$ cat src/rtl/wrr_pkg.sv
package wrr_pkg;
  localparam int unsigned ROUNDS  = 8;
  localparam int unsigned RW      = 3;
  localparam logic [3:0] CODE_STATIC = 4'd9;

  function automatic logic [ROUNDS-1:0] code_to_mask(input logic [3:0] code);
    case (code)
      4'd0:    return 8'h00;
      4'd1:    return 8'h01;
      4'd2:    return 8'h11;
      4'd3:    return 8'h49;
      4'd4:    return 8'h55;
      4'd5:    return 8'h57;
      4'd6:    return 8'h77;
      4'd7:    return 8'h7f;
      default: return 8'hff; // 8, static, and invalid codes
    endcase
  endfunction
endpackage

$ cat src/rtl/wrr_cfg.sv
module wrr_cfg import wrr_pkg::*; #(
  parameter int unsigned NQ = 8,
  localparam int unsigned QW = $clog2(NQ)
) (
  input  logic                  clk_i,
  input  logic                  rst_ni,
  input  logic                  we_i,
  input  logic [QW-1:0]         idx_i,
  input  logic [3:0]            code_i,
  output logic [ROUNDS-1:0]     mask_o [NQ],
  output logic [NQ-1:0]         stat_o,
  output logic [NQ-1:0]         stail_o,
  output logic                  err_o
);
  logic [NQ-1:0] bad_code;

  for (genvar i = 0; i < NQ; i++) begin : g_q
    logic [3:0] code_q;
    always_ff @(posedge clk_i or negedge rst_ni) begin
      if (!rst_ni)                           code_q <= '0;
      else if (we_i && idx_i == QW'(i))      code_q <= code_i;
    end
    assign mask_o[i]   = code_to_mask(code_q);
    assign stat_o[i]   = (code_q == CODE_STATIC);
    assign bad_code[i] = (code_q > CODE_STATIC);
    if (i == NQ - 1) begin : g_last
      assign stail_o[i] = stat_o[i];
    end else begin : g_mid
      assign stail_o[i] = stat_o[i] && (g_q[i+1].code_q != CODE_STATIC);
    end
  end

  logic [NQ-1:0] stat_inc;
  assign stat_inc = stat_o + NQ'(1);
  // static group must be a run of ones from bit 0
  assign err_o = (|bad_code) || ((stat_o & stat_inc) != '0);
endmodule

$ cat src/rtl/wrr_first.sv
module wrr_first #(
  parameter int unsigned N = 8,
  localparam int unsigned W = $clog2(N)
) (
  input  logic [N-1:0] req_i,
  output logic         found_o,
  output logic [W-1:0] idx_o
);
  always_comb begin
    found_o = 1'b0;
    idx_o   = '0;
    for (int i = N - 1; i >= 0; i--) begin
      if (req_i[i]) begin
        found_o = 1'b1;
        idx_o   = W'(i);
      end
    end
  end
endmodule

$ cat src/rtl/wrr_sched.sv
module wrr_sched import wrr_pkg::*; #(
  parameter int unsigned NQ = 8,
  localparam int unsigned QW = $clog2(NQ)
) (
  input  logic          clk_i,
  input  logic          rst_ni,
  input  logic          cfg_we_i,
  input  logic [QW-1:0] cfg_idx_i,
  input  logic [3:0]    cfg_code_i,
  input  logic [NQ-1:0] nonempty_i,
  input  logic          accept_i,
  output logic          gnt_valid_o,
  output logic [QW-1:0] gnt_idx_o,
  output logic          gnt_tail_o,
  output logic          gnt_stail_o,
  output logic          cfg_err_o
);
  logic [ROUNDS-1:0] mask [NQ];
  logic [NQ-1:0]     stat, stail;
  logic [RW-1:0]     round_q;
  logic [QW-1:0]     ptr_q;

  wrr_cfg #(.NQ(NQ)) u_cfg (
    .clk_i, .rst_ni, .we_i(cfg_we_i), .idx_i(cfg_idx_i), .code_i(cfg_code_i),
    .mask_o(mask), .stat_o(stat), .stail_o(stail), .err_o(cfg_err_o)
  );

  logic [NQ-1:0] s_req, w_req, w_pend;
  for (genvar i = 0; i < NQ; i++) begin : g_elig
    assign s_req[i]  = nonempty_i[i] && stat[i];
    assign w_pend[i] = nonempty_i[i] && !stat[i] && (mask[i] != '0);
    assign w_req[i]  = w_pend[i] && mask[i][round_q] && (QW'(i) >= ptr_q);
  end

  logic          s_hit, w_hit;
  logic [QW-1:0] s_idx, w_idx;
  wrr_first #(.N(NQ)) u_spick (.req_i(s_req), .found_o(s_hit), .idx_o(s_idx));
  wrr_first #(.N(NQ)) u_wpick (.req_i(w_req), .found_o(w_hit), .idx_o(w_idx));

  assign gnt_valid_o = s_hit || w_hit;
  assign gnt_idx_o   = s_hit ? s_idx : w_idx;
  assign gnt_tail_o  = gnt_valid_o && (gnt_idx_o == QW'(NQ - 1));
  assign gnt_stail_o = gnt_valid_o && stail[gnt_idx_o];

  always_ff @(posedge clk_i or negedge rst_ni) begin
    if (!rst_ni) begin
      round_q <= '0;
      ptr_q   <= '0;
    end else if (!s_hit) begin
      if (w_hit && accept_i) begin
        if (w_idx == QW'(NQ - 1)) begin
          ptr_q   <= '0;
          round_q <= round_q + 1'b1;
        end else begin
          ptr_q   <= w_idx + 1'b1;
        end
      end else if (!w_hit && (|w_pend)) begin
        ptr_q   <= '0;
        round_q <= round_q + 1'b1;
      end
    end
  end

  assert_grant_nonempty_R8: assert property (@(posedge clk_i) disable iff (!rst_ni)
    gnt_valid_o |-> nonempty_i[gnt_idx_o]);
  assert_zero_weight_R2: assert property (@(posedge clk_i) disable iff (!rst_ni)
    (gnt_valid_o && !stat[gnt_idx_o]) |-> (mask[gnt_idx_o] != '0));
  assert_round_mask_R1: assert property (@(posedge clk_i) disable iff (!rst_ni)
    (gnt_valid_o && !stat[gnt_idx_o]) |-> mask[gnt_idx_o][round_q]);
  assert_static_first_R3: assert property (@(posedge clk_i) disable iff (!rst_ni)
    (|s_req) |-> (gnt_valid_o && stat[gnt_idx_o]));
  assert_static_hold_R3: assert property (@(posedge clk_i) disable iff (!rst_ni)
    (gnt_valid_o && stat[gnt_idx_o]) |=> ($stable(round_q) && $stable(ptr_q)));
  assert_round_step_R6: assert property (@(posedge clk_i) disable iff (!rst_ni)
    (!gnt_valid_o && (|w_pend)) |=> (round_q == $past(round_q) + 1'b1 && ptr_q == '0));
  assert_hold_R7: assert property (@(posedge clk_i) disable iff (!rst_ni)
    (gnt_valid_o && !accept_i) |=> ($stable(round_q) && $stable(ptr_q)));
endmodule

$ cat config.mk
export PLATFORM = sky130hd
export DESIGN_NAME = wrr_sched
export DESIGN_NICKNAME = d
export VERILOG_FILES = /design/src/rtl/wrr_pkg.sv /design/src/rtl/wrr_cfg.sv /design/src/rtl/wrr_first.sv /design/src/rtl/wrr_sched.sv
export SDC_FILE = /design/constraint.sdc
export NUM_CORES = 1
export LEC_CHECK = 0
export BUFFER_PORTS_ARGS = -buffer_cell sky130_fd_sc_hd__buf_2
export CAP_MARGIN = 40
export CORE_AREA = 2 2 70 99
export CTS_BUF_LIST = sky130_fd_sc_hd__clkbuf_16
export DETAILED_ROUTE_END_ITERATION = 6
export DIE_AREA = 0 0 72 101
export PLACE_DENSITY = 0.67
export SYNTH_ARGS = -nofsm -noshare
export SYNTH_HDL_FRONTEND = slang
export SYNTH_SLANG_ARGS = --single-unit
$ cat constraint.sdc
create_clock -name clk_i -period 4.4 [get_ports clk_i]
set_clock_uncertainty 0.1 [all_clocks]
set_input_delay 0.44 -clock clk_i [delete_from_list [all_inputs] [get_ports clk_i]]
set_output_delay 0.44 -clock clk_i [all_outputs]
set_load 0.05 [all_outputs]
# [After elaboration in Yosys (flattened, before gate mapping)]
# Memory sizes are Yosys's and may differ from the RTL's.
# Index checks and enable logic that the tools add are counted.
# W data, S select, Z words.
[totals] register_bits=38 mem_bits_ro=448 inputBits=19 out_inout_bits=7 word_cells=216 memories=8
[op_classes] add_sub_neg=3 order_cmp=18 eq_ne=25 n_mux=65 bitwise=2 n_reduce_logical=85
[memory_table] memory="(no name shown)" depth=8 width=7 rd=1 rd_ports_with_merged_regs=0 write_ports=0 line_no="wrr_pkg.sv:7" text="case (code)"
[memory_table] memory="(no name shown)" depth=8 width=7 rd=1 rd_ports_with_merged_regs=0 write_ports=0 line_no="wrr_pkg.sv:7"
[memory_table] memory="(no name shown)" depth=8 width=7 rd=1 rd_ports_with_merged_regs=0 write_ports=0 line_no="wrr_pkg.sv:7"
[memory_table] memory="(no name shown)" depth=8 width=7 rd=1 rd_ports_with_merged_regs=0 write_ports=0 line_no="wrr_pkg.sv:7"
[memory_table] memory="(no name shown)" depth=8 width=7 rd=1 rd_ports_with_merged_regs=0 write_ports=0 line_no="wrr_pkg.sv:7"
[memory_table] memory="(no name shown)" depth=8 width=7 rd=1 rd_ports_with_merged_regs=0 write_ports=0 line_no="wrr_pkg.sv:7"
[memory_table] memory="+2 memories"
[ops] operator="$reduce_bool A8 Y1" n=9
[ops] operator="$mux W3" n=23
[ops] operator="$mux W8" n=8
[ops] operator="$logic_and A1 B1 Y1" n=59
[ops] operator="$eq A4 B4 Y1 const B" n=8
[ops] operator="$gt A4 B4 Y1 const B" n=8
[ops] operator="$ne A4 B4 Y1 const B" n=7
[ops] operator="$bmux W1 S3" n=9
[ops] operator="$mux W1" n=25
[ops] operator="$eq A3 B3 Y1 const B" n=6
[ops] operator="$reduce_or A8 Y1" n=2
[ops] operator="$ge A3 B3 Y1 const A" n=4
[ops] operator="$logic_not A1 Y1" n=9
[ops] operator="$add A8 B1 Y8 const B" n=1
[ops] operator="$and A8 B8 Y8" n=1
[ops] operator="$lt A3 B4 Y1 const B" n=2
[ops] operator="$add A3 B1 Y3 const B" n=2
[ops] operator="$eq A3 B2 Y1 const B" n=2
[ops] operator="$ge A1 B3 Y1 const A" n=2
[ops] operator="$ge A2 B3 Y1 const A" n=2
[ops] operator="$eq A3 B1 Y1 const B" n=1
[ops] operator="$logic_not A3 Y1" n=1
[ops] operator="$reduce_and A3 Y1" n=1
[ops] operator="$logic_or A1 B1 Y1" n=2
[ops] operator="other kinds (4)" n=4

# [Longest topological paths before layout]
# Gate-level depths: netlist (run 1).
[depth] word_depth=18 ltp_mapped=17 ltp_nobuf=15

# [Modules after synthesis]
# A second synthesis (run 1) with hierarchy kept.
[hier_totals] hier_cells=386 area_unflattened_um2=3539.6
[modules_own_cells] module="wrr_cfg" n_inst=1 cells_per_inst=203 area_per_inst_um2=1970.6 seq_area_each_um2=800.8
[modules_own_cells] module="wrr_sched" n_inst=1 cells_per_inst=157 area_per_inst_um2=1408.9 seq_area_each_um2=150.1
[modules_own_cells] module="wrr_first" n_inst=2 cells_per_inst=13 area_per_inst_um2=80.1 seq_area_each_um2=0.0

# [Worst setup path after synthesis (run 1)]
# No wires, ideal clock.
[synth_path] path_type="register to output" start="register round_q[1]" end="output port gnt_stail_o" arrival_ps=3536 required_ps=3860 slack_ps=324 path_stages_with_launch=13 n_path_buf=2 cell_sequence="dfrtp_1 > buf_6 > buf_6 > xor2_1 > o21ai_1 > a221oi_2 > nor4_4 > nor4_2 > nor2b_1 > nor2_1 > nor2_1 > a22oi_1 > mux2i_1"
[synth_between] elab_chain_len=16 elab_cells_between_ends=53 cone_classes="mux: 35; reduce/logical: 18"
[synth_lines] element="start, declared" line_no="wrr_sched.sv:20" text="logic [RW-1:0] round_q;"
[synth_lines] element="start signal, assigned" line_no="wrr_sched.sv:53" text="round_q <= round_q + 1'b1;"
[synth_lines] element="start signal, assigned" line_no="wrr_sched.sv:59" text="round_q <= round_q + 1'b1;"
[synth_lines] element="$bmux W1 S3" line_no="wrr_sched.sv:32" text="assign w_req[i] = w_pend[i] && mask[i][round_q] && (QW'(i) >= ptr_q);"
[synth_lines] element="$mux W1 (implied by the code)" line_no="wrr_sched.sv:32"
[synth_lines] element="$logic_and A1 B1 Y1 (2 in series)" line_no="wrr_sched.sv:32"
[synth_lines] element="$mux W3 (7 in series)" line_no="wrr_first.sv:13" text="if (req_i[i]) begin"
[synth_lines] element="$mux W3 *" line_no="wrr_first.sv:13"
[synth_lines] element="$mux W3 *" line_no="wrr_sched.sv:41" text="assign gnt_idx_o = s_hit ? s_idx : w_idx;"
[synth_lines] element="named net gnt_idx_o[2]" line_no="wrr_sched.sv:13" text="output logic [QW-1:0] gnt_idx_o,"
[synth_lines] element="$bmux W1 S3 *" line_no="wrr_sched.sv:43" text="assign gnt_stail_o = gnt_valid_o && stail[gnt_idx_o];"
[synth_lines] element="$mux W1 (implied by the code) *" line_no="wrr_sched.sv:43"
[synth_lines] element="$logic_and A1 B1 Y1 *" line_no="wrr_sched.sv:43"
[synth_lines] element="end, declared" line_no="wrr_sched.sv:15" text="output logic gnt_stail_o,"
# The timed path passes the listed nets; every way through them passes the cells marked *. The select of a mux whose other input is x is not followed.

# [Worst setup path in the final report (run 1)]
[layout_path] start="register round_q[0]" end="output port gnt_stail_o"
[layout_between] elab_chain_len=16 elab_cells_between_ends=53 cone_classes="mux: 35; reduce/logical: 18"
[layout_lines] element="$bmux W1 S3" line_no="wrr_sched.sv:32"
[layout_lines] element="$mux W1 (implied by the code)" line_no="wrr_sched.sv:32"
[layout_lines] element="$logic_and A1 B1 Y1 (2 in series)" line_no="wrr_sched.sv:32"
[layout_lines] element="$mux W3 (8 in series)" line_no="wrr_first.sv:13"
[layout_lines] element="$mux W3" line_no="wrr_sched.sv:41"
[layout_lines] element="$bmux W1 S3" line_no="wrr_sched.sv:43"
[layout_lines] element="$mux W1 (implied by the code)" line_no="wrr_sched.sv:43"
[layout_lines] element="$logic_and A1 B1 Y1 *" line_no="wrr_sched.sv:43"
# Mark *: on every way between the ends. The rest lies on a longest branch, timed or not. The select of a mux whose other input is x is not followed.

==> metrics, run 1 <==
Worst EP arrival=3.46 ns; R2R depth=15; Initial DRT Pass Iterations=4; cell breakdown of the critical path=inv_1, o21a_1, o21ai_0, and4bb_2, nor2b_1, o31ai_1, and2_1, mux2_4, a22oi_1, mux2i_1, buf_2; Worst Path Buf+Inv=2; GR Overflow Total=0; Crit-path slowest cell=dfrtp_1; worst endpoint required time=approximately 3.9 ns; Final Net Count=370; Max Cap Violations=0; Period minus WS final=4.001 ns; CTS sink cnt=38; Crit path max-delay family=compound AO/OA/AOI/OAI gates; reg2reg end=round_q[1]; flop-to-flop setup slack=0.75 ns; actual slew at the worst max-slew pin=0.8257 ns; # rows=35; largest cells by area after synthesis=dfrtp_1, mux2_2, nand2_1; area leader, netlist=dfrtp_1; Tot GR Track Use=23.45%; Worst-path clk slew=0.06 ns; initial antenna violation count=0; kind of critical path=register to output port; Fin. Hold Viols=0; fin crit share=between 90 and 100%; total setup buffers inserted after CTS=0; status=finished, final reports clean; CP max stage delay=0.57 ns; syn_area_per_cell=between 9 and 10 µm²; Clock Path Buffers=2; Filler cells=606; setup tns final=0 ns; IO Port Bufs=25; hold_ws=0.1504 ns; post-DP HPWL=roughly 6 mm; die area=0.007272 mm²; Async SR Flop Fraction=100.0%; clock latency on the worst-skew pair=roughly 0.28 ns; leak pwr=roughly 0.0014 µW; Vias per Instance=6.284; # DRC=0; Worst Setup End Kind=output port; Synth cell types=64; Worst Setup Start Kind=register; synth warn=0; via count=between 2000 and 3000; Max Clk Rate=about 250 MHz; DIE HEIGHT=between 100 and 150 µm; Antenna Violating Nets Remaining=0; Die W=72 µm; post-synthesis net count=352; routability cong.=0.8598; Final Max Tran Viols=0; R2R Path Start=round_q[0]; share of cells above drive strength 1=between 20% and 30%; RSZ-0062 raised after global routing=no; most frequent cells in the layout=dfrtp_1, mux2_2, buf_2; root buffer cell=clkbuf_16; Yosys top cell area share=30.71%; Core Area=0.006437 mm²; Cell Pwr Density=671.2 mW/mm²; synthesized area=0.003097 mm²; register bit total from synthesis=38; top_reg_cell synth=dfrtp_1; Initial DRC Count=208; Synth Instances=330; Hold Buf Count CTS=0; Post-synth EDFFs=0; Hold Crit Class=input port to asynchronous set/reset pin; vias in the first global route=2571; Num CTS Buffers=5; Total Routed Length=7.774 mm; most common cell after layout, fill and taps aside=dfrtp_1; Critical Path Fanout Max=14; final setup vio count=0; CTS tree=done; H-Tree Level Count=2; number of gates resized after cts=0; ANT cells=0; # IOs=26; worst vdd ir=~300 µV; Rel. slew slack=44.95%; Routed WL per cell=about 18 µm; Critical Path Stages=11; largest net degree at the start of global routing=39; sequential share of the synthesized area=30.71%; initial core utilization=48.10%; first-pass GRT wire length=13.17 mm; area grow syn2layout=9.495%
==> worst register-to-register path: stages, from the launching register on <==
cell and delay, ns:
dfrtp_1 0.57, inv_1 0.31, o21a_1 0.18, o21ai_0 0.25, and4bb_2 0.31, nor2b_1 0.16
or3_1 0.37, a21oi_1 0.14, or2_2 0.12, inv_1 0.04, ha_1 0.17, ha_1 0.19
nand3_1 0.08, o21ai_1 0.08, nand2_1 0.15, mux2_4 0.30
==> sequential cells by signal, summed over array words and instances, names as in the netlist <==
signal            count
u_cfg.g_q.code_q     32
ptr_q                 3
round_q               3
==> power breakdown <==
group          switching [µW]  internal (µW)
logic                     734            506
clock network             142            265
registers                 187            442
total                    1060           1210
==> cell families (layout without fill, tap and decap cells) <==
kind of cell | count (synthesis) | in the layout | share of synthesized area, %
compound gates | 83 | 83 | 20.28
xor+xnor | 13 | 13 | 3.677
fa+ha+maj | 3 | 3 | 1.212
buf+inv | 26 | 45 | 4.727
flops | 38 | 38 | 30.71
mux | 38 | 38 | 13.94
simple gates | 129 | 129 | 25.45
==> layout make-up <==
type	count	area, µm²	share of cell area [%]
Tap cell	74	92.59	2.731
Clock inverter	3	41.29	1.218
Multi-Input combinational cell	266	1999	58.97
Clock buffer	5	125.1	3.690
Inverter	9	33.78	0.9963
Timing Repair Buffer	28	147.6	4.354
Sequential cell	38	950.9	28.04
==> stage by stage <==
step / instances / setup WS, ns / cell area [µm²] / util (%) / power, µW
6_report: 423 / 0.3987 / 3391 / 52.67 / 2276
5_1_grt: 423 / 0.1597 / 3391 / 52.67 / 2451
4_1_cts: 423 / 0.4179 / 3391 / 52.67 / 2277
3_5_place_dp: 415 / 0.7382 / 3224 / 50.09 / 1865
3_3_place_gp: 415 / 0.7925 / 3224 / 50.09 / 1837
2_1_floorplan: 330 / 0.3241 / 3097 / - / 1641
==> metal layers <==
metal / GRT usage (%) / vias up / routed length, µm
li1: - / 1287 / -
met1: 29.60 / 1284 / 3378
met2: 41.10 / 77 / 3928
met3: 3.500 / 10 / 351
met4: 6.821 / 0 / 116
met5: 0 / - / 0
==> synth_stat cells (all sizes together) (4+ instances only) <==
cell    number
a21oi       17
and4bb       5
buf         15
dfrtp       38
inv          9
mux2        35
nand2       24
nand2b      10
nand3       18
nand4        8
nand4b       4
nor2        14
nor2b        7
nor3        13
nor3b        4
nor4        10
o21ai       21
o31ai        7
xnor2        6
xor2         7
==> worst max-delay path by stage <==
stage / from / end / slack [ns]
6_report: round_q[0] / gnt_stail_o / 0.40
5_1_grt: round_q[2] / gnt_stail_o / 0.16
4_1_cts: round_q[2] / gnt_stail_o / 0.42
3_5_place_dp: round_q[0] / gnt_stail_o / 0.74
3_3_place_gp: round_q[0] / gnt_tail_o / 0.79
2_1_floorplan: round_q[1] / gnt_stail_o / 0.32
Note: power is estimated with default switching activity, not from simulation.
==> run 2, diff against run 1 <==
--- a/config.mk
+++ b/config.mk
@@ -5,6 +5,7 @@
 export SDC_FILE = /design/constraint.sdc
 export NUM_CORES = 1
 export LEC_CHECK = 0
+export ABC_AREA = 1
 export BUFFER_PORTS_ARGS = -buffer_cell sky130_fd_sc_hd__buf_2
 export CAP_MARGIN = 40
 export CORE_AREA = 2 2 70 99
@@ -12,6 +13,7 @@
 export DETAILED_ROUTE_END_ITERATION = 6
 export DIE_AREA = 0 0 72 101
 export PLACE_DENSITY = 0.67
+export SLEW_MARGIN = 20
 export SYNTH_ARGS = -nofsm -noshare
 export SYNTH_HDL_FRONTEND = slang
 export SYNTH_SLANG_ARGS = --single-unit
==> run 2 against run 1 <==
Net effect: non-clock buffer count unchanged; worst setup slack better by 0.57 ns; combinational power up 16%; sequential share of layout area down 0.79 points; critical path type unchanged; final cell count up 38%; register-to-register slack better by 0.59 ns; wire length up 10%; sequential cell count unchanged; clock power up 14%; sequential power down 10%; clock-buffer cell count unchanged.
==> metrics, run 2 <==
max reg flops=32 (unchanged); Crit path max-delay family=simple AND/OR/NAND/NOR gates (was compound AO/OA/AOI/OAI gates); Worst-path clk slew=0.06 ns (about the same); largest cells by area after synthesis=dfrtp_1, nand2_1, o21ai_0 (was dfrtp_1, mux2_2, nand2_1); Period minus WS final=3.435 ns (was 4.001 ns); fin worst setup slack=0.9649 ns (was 0.3987 ns); vias in the first global route=3024 (was 2571); H-Tree Level Count=2 (unchanged); combinational share of power=58.4% (was 54.5%); DIE HEIGHT=101 µm (unchanged); total setup buffers inserted after CTS=0 (unchanged); DRT met1 WL=3.452 mm (was 3.378 mm); RSZ-0062 raised after global routing=no (unchanged); worst vdd ir=470.4 µV (was 299.3 µV); area grow syn2layout=12.82% (was 9.495%); top_reg_cell synth=dfrtp_1 (unchanged); Routed WL per cell=14.65 µm (was 18.38 µm); Worst EP arrival=2.90 ns (was 3.46 ns); ANT cells=0 (unchanged); # rows=35 (unchanged); Cell Pwr Density=707.4 mW/mm² (was 671.2 mW/mm²); Post-synth top cells=nand2_1, o21ai_0, inv_1, nor2_1, nand3_1 (was dfrtp_1, mux2_2, nand2_1, a21oi_1, nand3_1); GR Overflow Total=0 (unchanged); kind of critical path=register to output port (unchanged); clock latency on the worst-skew pair=0.28 ns (about the same); DP Cell Count=574 (was 415); Final Net Count=531 (was 370); initial core utilization=48.05% (was 48.10%); clock share of power=18.8% (was 17.9%); Largest Register=u_cfg.g_q.code_q (unchanged); Sw Share=51.13% (was 46.70%); largest net degree at the start of global routing=39 (unchanged); Hold Buf Count CTS=0 (unchanged); syn_area_per_cell=6.444 µm² (was 9.384 µm²); CP max stage delay=0.63 ns (was 0.57 ns); Fin. Hold Viols=0 (unchanged); Critical Path Fanout Max=23 (was 14); Reg power frac=22.8% (was 27.6%); first-pass GRT wire length=14.10 mm (was 13.17 mm); initial antenna violation count=0 (unchanged); most common cell in the synthesized netlist=nand2_1 (was dfrtp_1); register bit total from synthesis=38 (unchanged); final setup vio count=0 (unchanged); Initial DRC Count=209 (was 208); Worst Setup End Kind=output port (unchanged); cell breakdown of the critical path=inv_2, a21oi_1, a21oi_1, nand2_1, nand2_1, nor2_1, nand2_1, nand2_1, nand2_1, nand2_1, nand2_1, nand2_1, nand3_2, nand2_2, nand2_1, nand3_1, nand3_1, nand2_1, buf_2 (was inv_1, o21a_1, o21ai_0, and4bb_2, nor2b_1, o31ai_1, and2_1, mux2_4, a22oi_1, mux2i_1, buf_2); root buffer cell=clkbuf_16 (unchanged); synth warn=0 (unchanged); via count=3252 (was 2658); Hold Crit Class=input port to register (was input port to asynchronous set/reset pin); post-layout util=54.21% (was 52.67%); post-DP HPWL=6.848 mm (was 6.000 mm); Worst Setup Start Kind=register (unchanged); # IOs=26 (unchanged); Max Clk Rate=291.1 MHz (was 249.9 MHz); Worst Path Buf+Inv=2 (unchanged); number of gates resized after cts=0 (unchanged); fin crit share=78.07% (was 90.94%); # DRC=0 (unchanged); actual slew at the worst max-slew pin=0.7743 ns (was 0.8257 ns); leak pwr=0.001793 µW (was 0.001384 µW); Regs by FF count=u_cfg.g_q.code_q x32, ptr_q x3, round_q x3 (unchanged); Synth Instances=480 (was 330); Final Non-Filler Cells=584 (was 423); Yosys top cell area share=30.74% (was 30.71%); Async SR Flop Fraction=100.0% (unchanged); die area=0.007272 mm² (unchanged); Synth cell types=42 (was 64); CTS sink cnt=38 (unchanged); Tot GR Track Use=24.98% (was 23.45%); met3 wire length=385 µm (was 351 µm); setup tns final=0 ns (unchanged); Initial DRT Pass Iterations=5 (was 4); Post-synth EDFFs=0 (unchanged); hold_ws=0.2865 ns (was 0.1504 ns); most common cell after layout, fill and taps aside=nand2_1 (was dfrtp_1); worst endpoint required time=3.86 ns (about the same); sequential share of the synthesized area=30.74% (was 30.71%); IO Port Bufs=25 (unchanged); Setup WS pre-CTS=1.325 ns (was 0.7382 ns); Antenna Violating Nets Remaining=0 (unchanged); Final Max Tran Viols=0 (unchanged); routability cong.=0.9011 (was 0.8598); Met2 Wirelength=4.310 mm (was 3.928 mm); share of cells above drive strength 1=16.27% (was 25.79%); Total Routed Length=8.557 mm (was 7.774 mm); most frequent cells in the layout=nand2_1, o21ai_0, inv_1, nor2_1, nand3_1 (was dfrtp_1, mux2_2, buf_2); Num CTS Buffers=5 (unchanged); Crit-path slowest cell=dfrtp_1 (unchanged); Rel. slew slack=47.98% (was 44.95%); Max Cap Violations=0 (unchanged); Clock Path Buffers=2 (unchanged); Vias per Instance=5.568 (was 6.284); status=finished, final reports clean (unchanged); cell mode on critical path=nand2_1; post-synthesis net count=502 (was 352); total net switching power=1262 µW (was 1063 µW); Power Internal=1206 µW (was 1213 µW); Core Area=0.006437 mm² (unchanged); Max Used Layer=met4 (unchanged); Die W=72 µm (unchanged); synthesized area=0.003093 mm² (was 0.003097 mm²); area leader, netlist=dfrtp_1 (unchanged); CTS tree=done (unchanged)
[run 2: changes by cell type after synthesis, sizes merged, moves of 9 or more]
cell and change:
nand2 +120, inv +54, nor2 +41, o21ai +39, mux2 -35, nand3 +32
nand2b -10, buf -9, nor4 -9
[run 2: cell families after synthesis]
family,share of synthesized area (%)
adder cells (fa/ha/maj),1.214
AO/OA/AOI/OAI,17.96
flip-flops,30.74
buffers and inverters,9.304
XOR/XNOR,0.2832
AND/OR/NAND/NOR,40.49
[run 2: per-stage QoR]
stage | cell area (µm²) | total power [µW]
6_report | 3490 | 2468
5_1_grt | 3490 | 2668
4_1_cts | 3460 | 2458
3_5_place_dp | 3271 | 1987
3_3_place_gp | 3271 | 1955
2_1_floorplan | 3093 | 1691
[run 2: worst paths after layout]
| check | startpoint | endpoint | slack (ns) | cells after the start |
|---|---|---|---|---|
| worst max-delay path | round_q[1] | gnt_stail_o | 0.96 | 19 |
| worst min-delay path | cfg_code_i[2] | u_cfg.g_q[7].code_q[2] | 0.29 | 3 |
| worst max register to register | round_q[1] | ptr_q[0] | 1.34 | 13 |
| worst min register to register | u_cfg.g_q[4].code_q[1] | u_cfg.g_q[4].code_q[1] | 0.45 | 2 |
| max in group asynchronous | rst_ni | u_cfg.g_q[7].code_q[3] | 3.32 | 3 |
| min in group asynchronous | rst_ni | u_cfg.g_q[2].code_q[2] | 0.46 | 2 |
[run 2: tightest hold or removal path: stages]
cell and delay [ns]:
buf_2 0.09, nand2_1 0.04, o21ai_0 0.06
[run 2: power by group through the flow]
stage	Sequential [µW]	Combinational (µW)	Clock, µW
global placement	558	1400	0
detailed placement	564	1420	0
floorplan	515	1180	0
finish	563	1440	464
CTS	559	1430	469
global route	579	1600	483
[run 2: area by class of cell]
class                      count  area, µm²
inverter                      64      240.2
multi-input combinational    372       1854
clock inverter                 3      63.81
fill                         646       2948
clock buffer                   5      125.1
sequential                    38      950.9
timing repair buffer          28      162.7
tap                           74      92.59
[run 2: per-layer routing]
metal  global-route usage [%]  vias to the layer above
met5                        0                        -
met4                    13.35                        0
met3                    3.400                       29
met2                    44.16                      110
met1                    28.80                     1472
li1                         -                     1641
